### src/rtl/shifter_pkg.sv
package shifter_pkg;
  typedef struct packed {
    logic load;
    logic shift;
  } strobe_t;
endpackage

### src/rtl/shifter_ctrl.sv
module shifter_ctrl
  import shifter_pkg::*;
(
  input  logic    clk,
  input  logic    rst,
  input  logic    loadN,
  input  logic    gateA,
  input  logic    gateB,
  output strobe_t strb
);
  logic syncA, syncB, orPrev, orNow;

  assign orNow = syncA | syncB;

  always_ff @(posedge clk) begin
    if (rst) begin
      syncA  <= 1'b0;
      syncB  <= 1'b0;
      orPrev <= 1'b0;
    end else begin
      syncA  <= gateA;
      syncB  <= gateB;
      orPrev <= orNow;
    end
  end

  always_comb begin
    strb.load  = ~loadN;
    strb.shift = loadN & orNow & ~orPrev;
  end

  // A shift strobe lasts one cycle per gate edge
  assert_single_shift_R4: assert property (@(posedge clk) disable iff (rst)
    strb.shift |=> !strb.shift);

  // A shift strobe traces back to a rise of the sampled gate OR
  assert_edge_origin_R5: assert property (@(posedge clk) disable iff (rst)
    (strb.shift && !$past(rst) && !$past(rst, 2)) |->
      ($past(gateA || gateB) && !$past(gateA || gateB, 2)));

  // Load and shift strobes never coincide
  assert_strobe_excl_R3: assert property (@(posedge clk) disable iff (rst)
    $onehot0({strb.load, strb.shift}));
endmodule

### src/rtl/shifter_path.sv
module shifter_path
  import shifter_pkg::*;
#(
  parameter int WIDTH = 8
) (
  input  logic             clk,
  input  logic             rst,
  input  strobe_t          strb,
  input  logic             serialIn,
  input  logic [WIDTH-1:0] parIn,
  output logic [WIDTH-1:0] stageQ
);
  localparam int LAST = WIDTH - 1;

  logic [WIDTH-1:0] stageNext;

  generate
    for (genvar g = 0; g < WIDTH; g++) begin : gen_stage
      logic shiftSrc;
      if (g == 0) begin : gen_head
        assign shiftSrc = serialIn;
      end else begin : gen_body
        assign shiftSrc = stageQ[g-1];
      end
      always_comb begin
        if (strb.load)       stageNext[g] = parIn[g];
        else if (strb.shift) stageNext[g] = shiftSrc;
        else                 stageNext[g] = stageQ[g];
      end
    end
  endgenerate

  always_ff @(posedge clk) begin
    if (rst) stageQ <= '0;
    else     stageQ <= stageNext;
  end

  assert_load_copy_R2: assert property (@(posedge clk) disable iff (rst)
    strb.load |=> (stageQ == $past(parIn)));

  assert_shift_move_R4: assert property (@(posedge clk) disable iff (rst)
    (strb.shift && !strb.load) |=>
      (stageQ == {$past(stageQ[LAST-1:0]), $past(serialIn)}));

  assert_hold_steady_R6: assert property (@(posedge clk) disable iff (rst)
    (!strb.load && !strb.shift) |=> $stable(stageQ));

  assert_reset_clear_R8: assert property (@(posedge clk)
    rst |=> (stageQ == '0));
endmodule

### src/rtl/piso_shifter.sv
module piso_shifter
  import shifter_pkg::*;
#(
  parameter int WIDTH = 8
) (
  input  logic             clk,
  input  logic             rst,
  input  logic             loadN,
  input  logic             gateA,
  input  logic             gateB,
  input  logic             serialIn,
  input  logic [WIDTH-1:0] parIn,
  output logic             lastOut,
  output logic             lastOutN
);
  strobe_t          strb;
  logic [WIDTH-1:0] stageQ;

  shifter_ctrl i_ctrl (
    .clk   (clk),
    .rst   (rst),
    .loadN (loadN),
    .gateA (gateA),
    .gateB (gateB),
    .strb  (strb)
  );

  shifter_path #(.WIDTH(WIDTH)) i_path (
    .clk      (clk),
    .rst      (rst),
    .strb     (strb),
    .serialIn (serialIn),
    .parIn    (parIn),
    .stageQ   (stageQ)
  );

  // Stage H in true and inverted form
  assign lastOut  = stageQ[WIDTH-1];
  assign lastOutN = ~stageQ[WIDTH-1];
endmodule

### config.mk
export PLATFORM = sky130hd
export DESIGN_NAME = piso_shifter
export DESIGN_NICKNAME = d
export VERILOG_FILES = /design/src/rtl/shifter_pkg.sv /design/src/rtl/shifter_ctrl.sv /design/src/rtl/shifter_path.sv /design/src/rtl/piso_shifter.sv
export SDC_FILE = /design/constraint.sdc
export NUM_CORES = 1
export LEC_CHECK = 0
export CAP_MARGIN = 20
export CORE_AREA = 5 5 42 44
export CTS_CLUSTER_DIAMETER = 120
export CTS_CLUSTER_SIZE = 24
export DETAILED_ROUTE_END_ITERATION = 8
export DIE_AREA = 0 0 47 49
export PLACE_DENSITY = 0.66
export RECOVER_POWER = 50
export SLEW_MARGIN = 20
export SYNTH_ARGS = -nofsm -noshare
export SYNTH_HDL_FRONTEND = slang
export SYNTH_SLANG_ARGS = --single-unit
### constraint.sdc
create_clock -name clk -period 1.1 [get_ports clk]
set_clock_uncertainty 0.15 [all_clocks]
set_input_delay 0.275 -clock clk [delete_from_list [all_inputs] [get_ports clk]]
set_output_delay 0.275 -clock clk [all_outputs]
set_load 0.01 [all_outputs]
Word level (Yosys, flattened, before mapping)
Index checks and enable logic that the tools add are counted.
Storage, ports and cells
  latch bits: 0
  register bits: 11
  output and inout port bits: 2
  input port bits: 14
  memories kept: 0
  bits in read-only memories: 0
  RAM bits: 0
Operators by class
  shifts and indexed selects: 0
  divide/modulo/power cells: 0
  eq/ne operators: 1
  multiply operators: 0
  $lt $le $gt $ge: 0
  bitwise logic cells: 5
  reduce and logical (&&, ||, !) cells: 0
  add/sub/neg operators: 0
  multiplexer cells: 16
Operators with widths (count)
  1-bit two-way mux: 16
  1-bit bitwise AND: 2
  2-bit by 1-bit != test with 1-bit output (second input constant): 1
  1-bit NOT: 2
  1-bit bitwise OR: 1

Logic depth before layout (Yosys ltp)
Gate-level depths: netlist of run 1.
  depth in word-level cells: 5
  mapped depth: 4
  depth with buffers taken out: 3

By module
A second synthesis of run 1 with hierarchy kept.
Second synthesis, totals
  cells, all modules: 45
  area, all modules: 466.7 µm²
Modules (own cells, without submodules)
  shifter_path: seq. area each 160.2 µm², times used 1, cells an instance 35, area each 369.1 µm²
  shifter_ctrl: seq. area each 60.1 µm², times used 1, cells an instance 9, area each 93.8 µm²
  piso_shifter: seq. area each 0.0 µm², times used 1, cells an instance 1, area each 3.8 µm²

Worst setup path after synthesis of run 1
No wires, ideal clock.
  path type: register -> register
  start point: register i_ctrl.orPrev
  end point: register i_path.stageQ[1]
  path slack: -0.012 ns
  path buffers: 1
  arrival time: 0.871 ns
  stages on the path, launching flop included: 5
  required time: 0.859 ns
  cells stage by stage: dfxtp_1 > o21ba_2 > buf_6 > nand2_1 > a311oi_1
On the way
  cells in the longest elaborated chain, start to end: 3
Ends and longest elaborated chain
  from (decl): RTL line shifter_ctrl.sv:11  | logic syncA, syncB, orPrev, orNow;
  from (signal assigned): RTL line shifter_ctrl.sv:23  | orPrev <= orNow;
  1-bit NOT: RTL line shifter_ctrl.sv:29  | strb.shift = loadN & orNow & ~orPrev;
  1-bit bitwise AND: RTL line shifter_ctrl.sv:29
  2-bit by 1-bit != test with 1-bit output (no line)
  to (signal assigned): RTL line shifter_path.sv:35  | else stageQ <= stageNext;
  to (decl): RTL line shifter_path.sv:11  | output logic [WIDTH-1:0] stageQ
No other way between the ends.
A chain may end at the register's enable or synchronous reset.

Final worst setup path of run 1
  start point: register i_ctrl.orPrev
  end point: register i_path.stageQ[0]
The elaborated chain is that of the path after synthesis.

==> out/summary.txt, run 1 <==
status: finished with violations
failing checks: setup timing
WP data required: 1130 ps
P_int: 0.000680 W
post-layout util: 52.0%
most common cell in the netlist: nand2_1
clock tree buffer depth: 2
Max-cap violations: 0
Pwr Density: 1260 mW/mm^2
Final nets: 87
Post-DP HPWL: 701 microns
r2r startpoint: i_ctrl.orPrev$_SDFF_PP0_
final worst slack: -101 ps
Leakage: 0.274 nW
top cells by count, synth: 16 x nand2_1, 11 x dfxtp_1, 10 x nor2_1, 8 x a311oi_1, 2 x nor2b_1
initial antenna violation count: 0
CP max stage delay: 320 ps
count of different cell masters after synthesis: 12
Post-Synthesis Mean Instance Area: 8.39 sq um
RSZ-0062 raised after global routing: true
Vias: 444
CTS H-tree lvls: 1
GRT Total Usage: 11.9%
Chip Height: 49 microns
core area: 0.00140 sq mm
Slew @ Worst Pin: 261 ps
CTS tree: yes
GPL Wtd Cong: 0.712
Antenna diodes: 0
Root Driver: clkbuf_4
maximum vdd drop: 0.802 mV
Hold Path Class: register to register
first-pass GRT wire length: 1.90 mm
PortBufs: 15
Comb power frac: 20.1%
Seq pwr share: 48.9%
HP Start: i_path.stageQ[4]$_SDFFE_PP0P_
total power: 0.000920 W
FF-to-FF setup slack: -100 ps
cell taking the most area after synthesis: dfxtp_1
DR iter-0 viols: 3
worst r2r dst: i_path.stageQ[0]$_SDFFE_PP0P_
Detailed Route WL: 1.22 mm
Area Growth Syn to Fin: 60.8%
Slew HR: 82.6%
worst path bufs/invs: 0
fin. max-slew vios: 0
critical path fanouts, max: 8
IO Count: 16
slowest stage cell, crit path: dfxtp_2
Post-synth EDFFs: 0
nature of the critical path endpoint: register
Min-Delay Endpoint: i_path.stageQ[4]$_SDFFE_PP0P_
effective utilization at floorplan: 32.3%
setup bufs post-CTS: 0
synthesized netlist net count: 68
hold slack: 330 ps
via count of the first global-routing pass: 405
clock network power share: 31.1%
top-area cell type share of the netlist area: 48.6%
Routed Antenna Nets: 0
largest net degree at the start of global routing: 12
hold-fix buffers at CTS: 0
crit path cell chain: o21ba_4 -> nand2_1 -> a311oi_2
clk_lat worst skew: 270 ps
CP startpoint kind: register
Worst-path clk slew: 70 ps
clock sink total: 11
yosys warns: 0
DRC: 0
hold path depth: 2
cell family with most CP delay: compound AO/OA/AOI/OAI gates
Post-synth ARST share: 0%
minimum clock period: 1200 ps
Psw: 0.000240 W
DR vias/cell: 5.05
TritonCTS Buffers: 3
fmax: 833 MHz
final setup vio count: 10
Fin. Hold Viols: 0
Crit Path Class: register to register
FF-to-FF path depth: 3
Cell Rows: 14
drt wl/cell: 13.8 microns
DIE WIDTH: 47 microns
die area: 0.00230 sq mm
number of synthesized register bits: 11
Data arrival, critical path: 1230 ps
Syn Std Cell Area: 453 sq um
Mapped Cells: 54
Initial DRT Pass Iterations: 4
top_reg_cell synth: dfxtp_1
register area share after synthesis: 48.6%
Remaining Overflow, GRT: 0
synth top area cells: dfxtp_1 49%, a311oi_1 15%, nand2_1 13%
switch share: 26.1%
part of the cycle the worst path needs: 109%
share of layout cells above drive strength 1: 31.9%
[layout make-up]
class	instances	area, sq um
Timing Repair Buffer	18	203
Fill cell	141	673
Sequential cell	11	225
Clock buffer	4	26.3
Multi-Input combinational cell	38	250
Inverter	1	3.75
Tap cell	16	20.0
[per-layer routing]
metal	track usage [%]	up-vias	routed length [microns]
met2	18.1	14	608
met1	14.3	206	505
met3	6.64	4	74
met5	0	-	0
li1	-	220	-
met4	2.76	0	28
[timing repair]
action	in CTS	in global routing
resized for setup	16	5
endpoints found under the setup margin	10	10
gates cloned	1	0
pin swaps	17	7
[per-stage QoR]
stage | setup TNS (ps) | instances | cell area (sq um) | worst slack, ps
global placement | -3460 | 83 | 639 | -352
detailed placement | -3590 | 83 | 639 | -371
global route | -1230 | 88 | 728 | -159
finish | -598 | 88 | 728 | -101
CTS | -484 | 88 | 709 | -112
floorplan | 0 | 54 | 469 | 7.76
[kinds of logic (layout without fill, tap and decap cells)]
logic type	after synthesis	count (layout)	synth area share, %
buffers and inverters	5	23	6.90
DFF	11	11	48.6
and+or+nand+nor	28	28	24.3
AOI/OAI and AO/OA	10	10	20.2
[power by group through the flow]
| stage | Clock [W] | Combinational [W] | Sequential [W] |
|---|---|---|---|
| detailed placement | 0 | 0.000153 | 0.000455 |
| floorplan | 0 | 0.0000815 | 0.000453 |
| global route | 0.000317 | 0.000201 | 0.000453 |
| global placement | 0 | 0.000152 | 0.000454 |
| CTS | 0.000294 | 0.000171 | 0.000448 |
| finish | 0.000286 | 0.000185 | 0.000450 |
[how the worst max path moves through the flow]
stage | slack [ps] | to | depth (start not counted) | start
2_1_floorplan | 8 | i_path.stageQ[7]$_SDFFE_PP0P_ | 4 | i_ctrl.orPrev$_SDFF_PP0_
3_3_place_gp | -350 | i_path.stageQ[3]$_SDFFE_PP0P_ | 4 | loadN
3_5_place_dp | -370 | i_path.stageQ[2]$_SDFFE_PP0P_ | 4 | loadN
4_1_cts | -110 | lastOutN | 2 | i_path.stageQ[7]$_SDFFE_PP0P_
5_1_grt | -160 | i_path.stageQ[0]$_SDFFE_PP0P_ | 3 | i_ctrl.orPrev$_SDFF_PP0_
6_report | -100 | i_path.stageQ[0]$_SDFFE_PP0P_ | 3 | i_ctrl.orPrev$_SDFF_PP0_
[state kept, by name, summed over array words and instances, names as in the netlist]
register       count
i_ctrl.syncA       1
i_path.stageQ      8
i_ctrl.orPrev      1
i_ctrl.syncB       1
[cells in the final DEF (no fill, tap or decap), drive strengths merged]
cell / Yosys / routed
a311oi: 8 / 8
buf: 1 / 3
bufbuf: 0 / 1
clkbuf: 3 / 5
clkdlybuf4s50: 0 / 12
dfxtp: 11 / 11
dlygate4sd2: 0 / 1
inv: 1 / 1
nand2: 16 / 16
nor2: 10 / 10
nor2b: 2 / 2
o21ba: 1 / 1
o21bai: 1 / 1
[worst register-to-register path: cells and delay by family, from the launching register on]
family / cells / cell delay [ps]
compound gates: 2 / 540
flops: 1 / 320
simple gates: 1 / 100
(Power assumes the default switching activity.)
==> run 2: changes to the inputs <==
CTS_CLUSTER_SIZE = 30   (was 24)
PLACE_DENSITY = 0.61   (was 0.66)
clock period = 1.3 ns   (was 1.1 ns; I/O delays follow)
==> run 2 against run 1 <==
Effect of this change: the flow now finishes without violations; combinational power shrank 30%; hold slack lost 0.73 ps; clock power shrank 22%; count of clock-buffer cells in the layout is the same; non-clock buffer count grew 2; via count shrank 2.0%; setup slack gained 150 ps; routed wire length shrank 18%; final area shrank 9.5%; global-route usage shrank 1.7 points; total power shrank 21%; critical path depth grew 1; critical path type is now primary input to register.
==> out/summary.txt, run 2 (synthesized netlist as in run 1, its figures left out) <==
Area Growth Syn to Fin: 45.6% (was 60.8%)
CTS H-tree lvls: 1 (unchanged)
clock tree buffer depth: 2 (unchanged)
effective utilization at floorplan: 32.3% (unchanged)
Max-cap violations: 0 (unchanged)
fin area: 659 sq um (was 728 sq um)
hold-fix buffers at CTS: 0 (unchanged)
die area: 0.00230 sq mm (unchanged)
CP startpoint kind: primary input (was register)
share of layout cells above drive strength 1: 18.9% (was 31.9%)
initial antenna violation count: 0 (unchanged)
Slew @ Worst Pin: 258 ps (was 261 ps)
Antenna diodes: 0 (unchanged)
Initial DRT Pass Iterations: 2 (was 4)
DR vias/cell: 4.83 (was 5.05)
Detailed Route WL: 992 microns (was 1.22 mm)
Cell Rows: 14 (unchanged)
Root Driver: clkbuf_4 (unchanged)
WP data required: 1310 ps (was 1130 ps)
clock sink total: 11 (unchanged)
nature of the critical path endpoint: register (unchanged)
fin. max-slew vios: 0 (unchanged)
DIE WIDTH: 47 microns (unchanged)
clk_lat worst skew: 260 ps (was 270 ps)
Routed Antenna Nets: 0 (unchanged)
post-layout util: 47.1% (was 52.0%)
IO Count: 16 (unchanged)
Chip Height: 49 microns (unchanged)
Final nets: 89 (was 87)
GRT Total Usage: 10.2% (was 11.9%)
CTS tree: yes (unchanged)
via count of the first global-routing pass: 416 (was 405)
max FFs per register: 8 (unchanged)
maximum vdd drop: 0.454 mV (was 0.802 mV)
Top reg by flops: i_path.stageQ (unchanged)
TritonCTS Buffers: 3 (unchanged)
core area: 0.00140 sq mm (unchanged)
Fin. Hold Viols: 0 (unchanged)
DR iter-0 viols: 3 (unchanged)
Vias: 435 (was 444)
most common cell after layout, fill and taps aside: nand2_1
part of the cycle the worst path needs: 96.1%
critical path fanouts, max: 10 (was 8)
largest net degree at the start of global routing: 12 (unchanged)
drt wl/cell: 11.0 microns (was 13.8 microns)
PortBufs: 15 (unchanged)
DP Area: 633 sq um (was 639 sq um)
status: finished clean (was finished with violations)
Pwr Density: 1100 mW/mm^2 (was 1260 mW/mm^2)
Post-DP HPWL: 730 microns (was 701 microns)
minimum clock period: 1250 ps
Hold Path Class: register to register (unchanged)
fmax: 801 MHz
FF-to-FF setup slack: 50 ps (was -100 ps)
GPL Wtd Cong: 0.748 (was 0.712)
DRC: 0 (unchanged)
Slew HR: 82.7% (was 82.6%)
RSZ-0062 raised after global routing: false (was true)
most frequent cells in the layout: 16 x nand2_1, 13 x clkdlybuf4s50_1, 10 x nor2_1, 10 x dfxtp_1, 6 x a311oi_1 (was 12 x nand2_1, 12 x clkdlybuf4s50_1, 10 x nor2_1)
Worst-path clk slew: 70 ps (about the same)
final setup vio count: 0 (was 10)
Data arrival, critical path: 1260 ps (was 1230 ps)
Crit Path Class: primary input to register (was register to register)
Leakage: 0.248 nW (was 0.274 nW)
Remaining Overflow, GRT: 0 (unchanged)
first-pass GRT wire length: 1.70 mm (was 1.90 mm)
[run 2: timing repair]
item	4_1_cts	5_1_grt
pin swaps	0	1
setup endpoints to repair	2	4
resized for setup	8	3
buffers inserted	0	0
[run 2: final timing paths]
check / from / endpoint / cells past startpoint
max reg2reg: i_ctrl.orPrev$_SDFF_PP0_ / i_path.stageQ[2]$_SDFFE_PP0P_ / 3
min: i_path.stageQ[3]$_SDFFE_PP0P_ / i_path.stageQ[3]$_SDFFE_PP0P_ / 2
min reg2reg: i_path.stageQ[3]$_SDFFE_PP0P_ / i_path.stageQ[3]$_SDFFE_PP0P_ / 2
max: loadN / i_path.stageQ[2]$_SDFFE_PP0P_ / 4
[run 2: cell type report]
class / count / area, sq um
inverter: 1 / 3.75
sequential: 11 / 221
tap: 16 / 20.0
fill: 141 / 742
clock buffer: 4 / 26.3
timing repair buffer: 20 / 174
multi-input combinational: 38 / 214
[run 2: routing by layer]
layer | vias to the layer above | wire (microns) | track usage, %
met1 | 196 | 463 | 12.7
met2 | 12 | 446 | 13.6
met4 | 0 | 27 | 6.91
met3 | 4 | 54 | 4.43
li1 | 223 | - | -
met5 | - | 0 | 0
[run 2: worst max-delay path, cell delays in order]
cell	delay (ps)
clkdlybuf4s50_1	470
buf_4	170
nor2_1	60
a311oi_1	230
[run 2: through the flow]
step / setup slack (ps) / setup TNS [ps] / total power (W) / instances / hold WS [ps]
4_1_cts: 4.81 / 0 / 0.000733 / 90 / 335
3_3_place_gp: -169 / -1340 / 0.000510 / 86 / 315
2_1_floorplan: 165 / 0 / 0.000445 / 54 / 247
6_report: 50.8 / 0 / 0.000727 / 90 / 329
3_5_place_dp: -260 / -1640 / 0.000512 / 86 / 320
5_1_grt: 7.45 / 0 / 0.000772 / 90 / 346
[run 2: power breakdown]
group / total, W / switching, W / internal, W / leakage, nW
Combinational: 0.000129 / 0.0000544 / 0.0000746 / 0.141
Clock: 0.000222 / 0.000104 / 0.000118 / 0.0150
Sequential: 0.000376 / 0.0000135 / 0.000362 / 0.0918
Total: 0.000727 / 0.000171 / 0.000555 / 0.248
==> run 3: changes to the inputs <==
--- a/config.mk
+++ b/config.mk
@@ -7,2 +7,3 @@
 export LEC_CHECK = 0
+export ABC_AREA = 1
 export CAP_MARGIN = 20
@@ -13,4 +14,5 @@
 export DIE_AREA = 0 0 47 49
-export PLACE_DENSITY = 0.61
+export PLACE_DENSITY = 0.69
 export RECOVER_POWER = 50
+export REMOVE_ABC_BUFFERS = 1
 export SLEW_MARGIN = 20
--- a/constraint.sdc
+++ b/constraint.sdc
@@ -4,2 +4,2 @@
 set_output_delay 0.325 -clock clk [all_outputs]
-set_load 0.01 [all_outputs]
+set_load 0.02 [all_outputs]
==> run 3 against run 2 <==
Effect of this change: combinational power up 26%; critical endpoint is now lastOutN; clock power up 4%; hold slack worse by 7.0 ps; critical path depth down 2; highest routed layer is now met3; total power up 6.0%; routed wire length down 7.8%; sequential power about the same; die area unchanged; synthesized cell count up 48%; fmax up 0.15%.
==> out/summary.txt, run 3 <==
status: finished clean (unchanged)
Hold Path Class: register to register (unchanged)
Pwr Density: 1050 mW/mm^2 (was 1100 mW/mm^2)
DIE WIDTH: 47 microns (unchanged)
register area share after synthesis: 39.9% (was 48.6%)
IO Count: 16 (unchanged)
Post-synth EDFFs: 0 (unchanged)
Post-Synthesis Mean Instance Area: 6.90 sq um (was 8.39 sq um)
Comb power frac: 21.0% (was 17.8%)
DP Area: 709 sq um (was 633 sq um)
Area Growth Syn to Fin: 33.3% (was 45.6%)
Synth Area in Compound Gates: 14.3% (was 20.2%)
Psw: 0.000198 W (was 0.000171 W)
proportion of synthesized area in mux cells: 0% (unchanged)
via count of the first global-routing pass: 413 (was 416)
final setup vio count: 0 (unchanged)
FF-to-FF path depth: 5 (was 3)
most frequent cells in the layout: 23 x nand2_1, 17 x nor2_1, 12 x inv_1, 12 x clkdlybuf4s50_1, 10 x dfxtp_1 (was 16 x nand2_1, 13 x clkdlybuf4s50_1, 10 x nor2_1, 10 x dfxtp_1, 6 x a311oi_1)
max FFs per register: 8 (unchanged)
effective utilization at floorplan: 39.4% (was 32.3%)
total area of sequential cells: 221 sq um (unchanged)
nature of the critical path endpoint: output pin (was register)
maximum vdd drop: 0.516 mV (was 0.454 mV)
share of layout cells above drive strength 1: 12.0% (was 18.9%)
Multi-input gate area: 240 sq um (was 214 sq um)
CTS H-tree lvls: 1 (unchanged)
Mapped Cells: 80 (was 54)
DR vias/cell: 4.11 (was 4.83)
Top reg by flops: i_path.stageQ (unchanged)
fin. max-slew vios: 0 (unchanged)
DR iter-0 viols: 3 (unchanged)
largest net degree at the start of global routing: 15 (was 12)
Worst-path clk slew: 70 ps (about the same)
Simple-Gate Fraction of Synth Area: 29.3% (was 24.3%)
number of placed instances, taps included: 112 (was 86)
setup bufs post-CTS: 0 (unchanged)
synth top area cells: dfxtp_1 40%, nand2_1 16%, nor2_1 12% (was dfxtp_1 49%, a311oi_1 15%, nand2_1 13%)
Vias: 477 (was 435)
switch share: 25.8% (was 23.6%)
top cells by count, synth: 23 x nand2_1, 17 x nor2_1, 12 x inv_1, 11 x dfxtp_1, 8 x o21a_1 (was 16 x nand2_1, 11 x dfxtp_1, 10 x nor2_1, 8 x a311oi_1, 2 x nor2b_1)
cell depth of the worst setup path: 2 (was 4)
die area: 0.00230 sq mm (unchanged)
clock sink total: 11 (unchanged)
top-area cell type share of the netlist area: 39.9% (was 48.6%)
Leakage: 0.373 nW (was 0.248 nW)
Routed Antenna Nets: 0 (unchanged)
fillcell total: 151 (was 141)
CP startpoint kind: register (was primary input)
Slew @ Worst Pin: 251 ps (was 258 ps)
Post-synth ARST share: 0% (unchanged)
slowest stage cell, crit path: dfxtp_2 (was clkdlybuf4s50_1)
Data arrival, critical path: 770 ps (was 1260 ps)
fmax: 802 MHz (was 801 MHz)
Initial DRT Pass Iterations: 3 (was 2)
worst path bufs/invs: 2 (unchanged)
clock tree buffer depth: 2 (unchanged)
fin area: 736 sq um (was 659 sq um)
Antenna diodes: 0 (unchanged)
crit path cell chain: inv_1 -> buf_6 (was clkdlybuf4s50_1 -> buf_4 -> nor2_1 -> a311oi_1)
most common cell in the netlist: nand2_1 (unchanged)
count of different cell masters after synthesis: 13 (was 12)
Adder-Cell Fraction of Synth Area: 0% (unchanged)
cell family with most CP delay: flip-flops (was buffers and inverters)
part of the cycle the worst path needs: 95.9% (was 96.1%)
WP data required: 820 ps (was 1310 ps)
Syn Std Cell Area: 552 sq um (was 453 sq um)
initial antenna violation count: 0 (unchanged)
cell taking the most area after synthesis: dfxtp_1 (unchanged)
Non-Filler Instances: 116 (was 90)
DRC: 0 (unchanged)
Crit Path Class: register to output pin (was primary input to register)
largest family of logic cells by synthesized area: simple AND/OR/NAND/NOR gates (unchanged)
hold-fix buffers at CTS: 0 (unchanged)
CTS tree: yes (unchanged)
drt wl/cell: 7.89 microns (was 11.0 microns)
Detailed Route WL: 915 microns (was 992 microns)
clock network power share: 29.9% (was 30.6%)
TritonCTS Buffers: 3 (unchanged)
Seq pwr share: 49.0% (was 51.7%)
core area: 0.00140 sq mm (unchanged)
post-layout util: 52.5% (was 47.1%)
pre-CTS setup slack: -300 ps (was -260 ps)
hold path depth: 1 (was 2)
top_reg_cell synth: dfxtp_1 (unchanged)
final worst slack: 52.7 ps (was 50.8 ps)
clk_lat worst skew: 260 ps (about the same)
Slew HR: 83.2% (was 82.7%)
Max-cap violations: 0 (unchanged)
most common cell after layout, fill and taps aside: nand2_1 (unchanged)
number of synthesized register bits: 11 (unchanged)
critical path fanouts, max: 2 (was 10)
Cell Rows: 14 (unchanged)
CP max stage delay: 320 ps (was 470 ps)
Fin. Hold Viols: 0 (unchanged)
Post-DP HPWL: 713 microns (was 730 microns)
XOR/XNOR Fraction of Synth Area: 0% (unchanged)
first-pass GRT wire length: 1.56 mm (was 1.70 mm)
Final nets: 115 (was 89)
total power: 0.000770 W (was 0.000727 W)
P_int: 0.000572 W (was 0.000555 W)
Remaining Overflow, GRT: 0 (unchanged)
minimum clock period: 1250 ps (about the same)
PortBufs: 15 (unchanged)
Root Driver: clkbuf_4 (unchanged)
yosys warns: 0 (unchanged)
Chip Height: 49 microns (unchanged)
GPL Wtd Cong: 0.683 (was 0.748)
GRT Total Usage: 8.75% (was 10.2%)
-- run 3: cell families after synthesis --
logic type	count (synthesis)
AND/OR/NAND/NOR	42
buffers and inverters	16
AO/OA/AOI/OAI	11
flip-flops	11
-- run 3: worst reg2reg max path: stages (launching register included) --
cell,delay (ps)
dfxtp_1,320
o21ai_2,200
nand2_2,200
nand2_1,100
nand2_1,50
nor2_1,80
-- run 3: cell type report --
class | instances | area share (%)
inverter | 13 | 6.63
tap | 16 | 2.72
clock buffer | 4 | 3.57
multi-input combinational | 53 | 32.7
timing repair buffer | 19 | 24.3
sequential | 11 | 30.1
-- run 3: power by group through the flow --
stage	registers (W)	logic, W	clock network (W)
2_1_floorplan	0.000386	0.0000829	0
3_3_place_gp	0.000385	0.000164	0
3_5_place_dp	0.000385	0.000165	0
4_1_cts	0.000377	0.000161	0.000240
5_1_grt	0.000381	0.000184	0.000253
6_report	0.000378	0.000162	0.000231
-- run 3: layer usage --
layer | routed length (microns) | vias to the layer above | track usage [%]
met3 | 73 | 0 | 2.21
met5 | 0 | - | 0
met1 | 448 | 188 | 11.9
li1 | - | 277 | -
met2 | 393 | 12 | 13.1
met4 | 0 | 0 | 2.76
-- run 3: stage by stage --
| step | hold slack [ps] | setup TNS (ps) |
|---|---|---|
| after global routing | 346 | -6.97 |
| after floorplan | 246 | 0 |
| after global placement | 305 | -2380 |
| after detailed placement | 309 | -2550 |
| final | 322 | 0 |
| after CTS | 326 | 0 |
-- run 3: path summary, 6_finish.rpt --
| kind | from | endpoint | slack, ps |
|---|---|---|---|
| max | i_path.stageQ[7]$_SDFFE_PP0P_ | lastOutN | 50 |
| max reg2reg | i_ctrl.syncB$_SDFF_PP0_ | i_path.stageQ[3]$_SDFFE_PP0P_ | 130 |
| min | i_ctrl.syncA$_SDFF_PP0_ | i_ctrl.orPrev$_SDFF_PP0_ | 320 |
| min reg2reg | i_ctrl.syncA$_SDFF_PP0_ | i_ctrl.orPrev$_SDFF_PP0_ | 320 |
-- run 3: repair_timing --
item / CTS / global route
setup endpoints to repair: 7 / 1
gates resized for setup: 10 / 3
endpoints found under the hold margin: 0 / 0
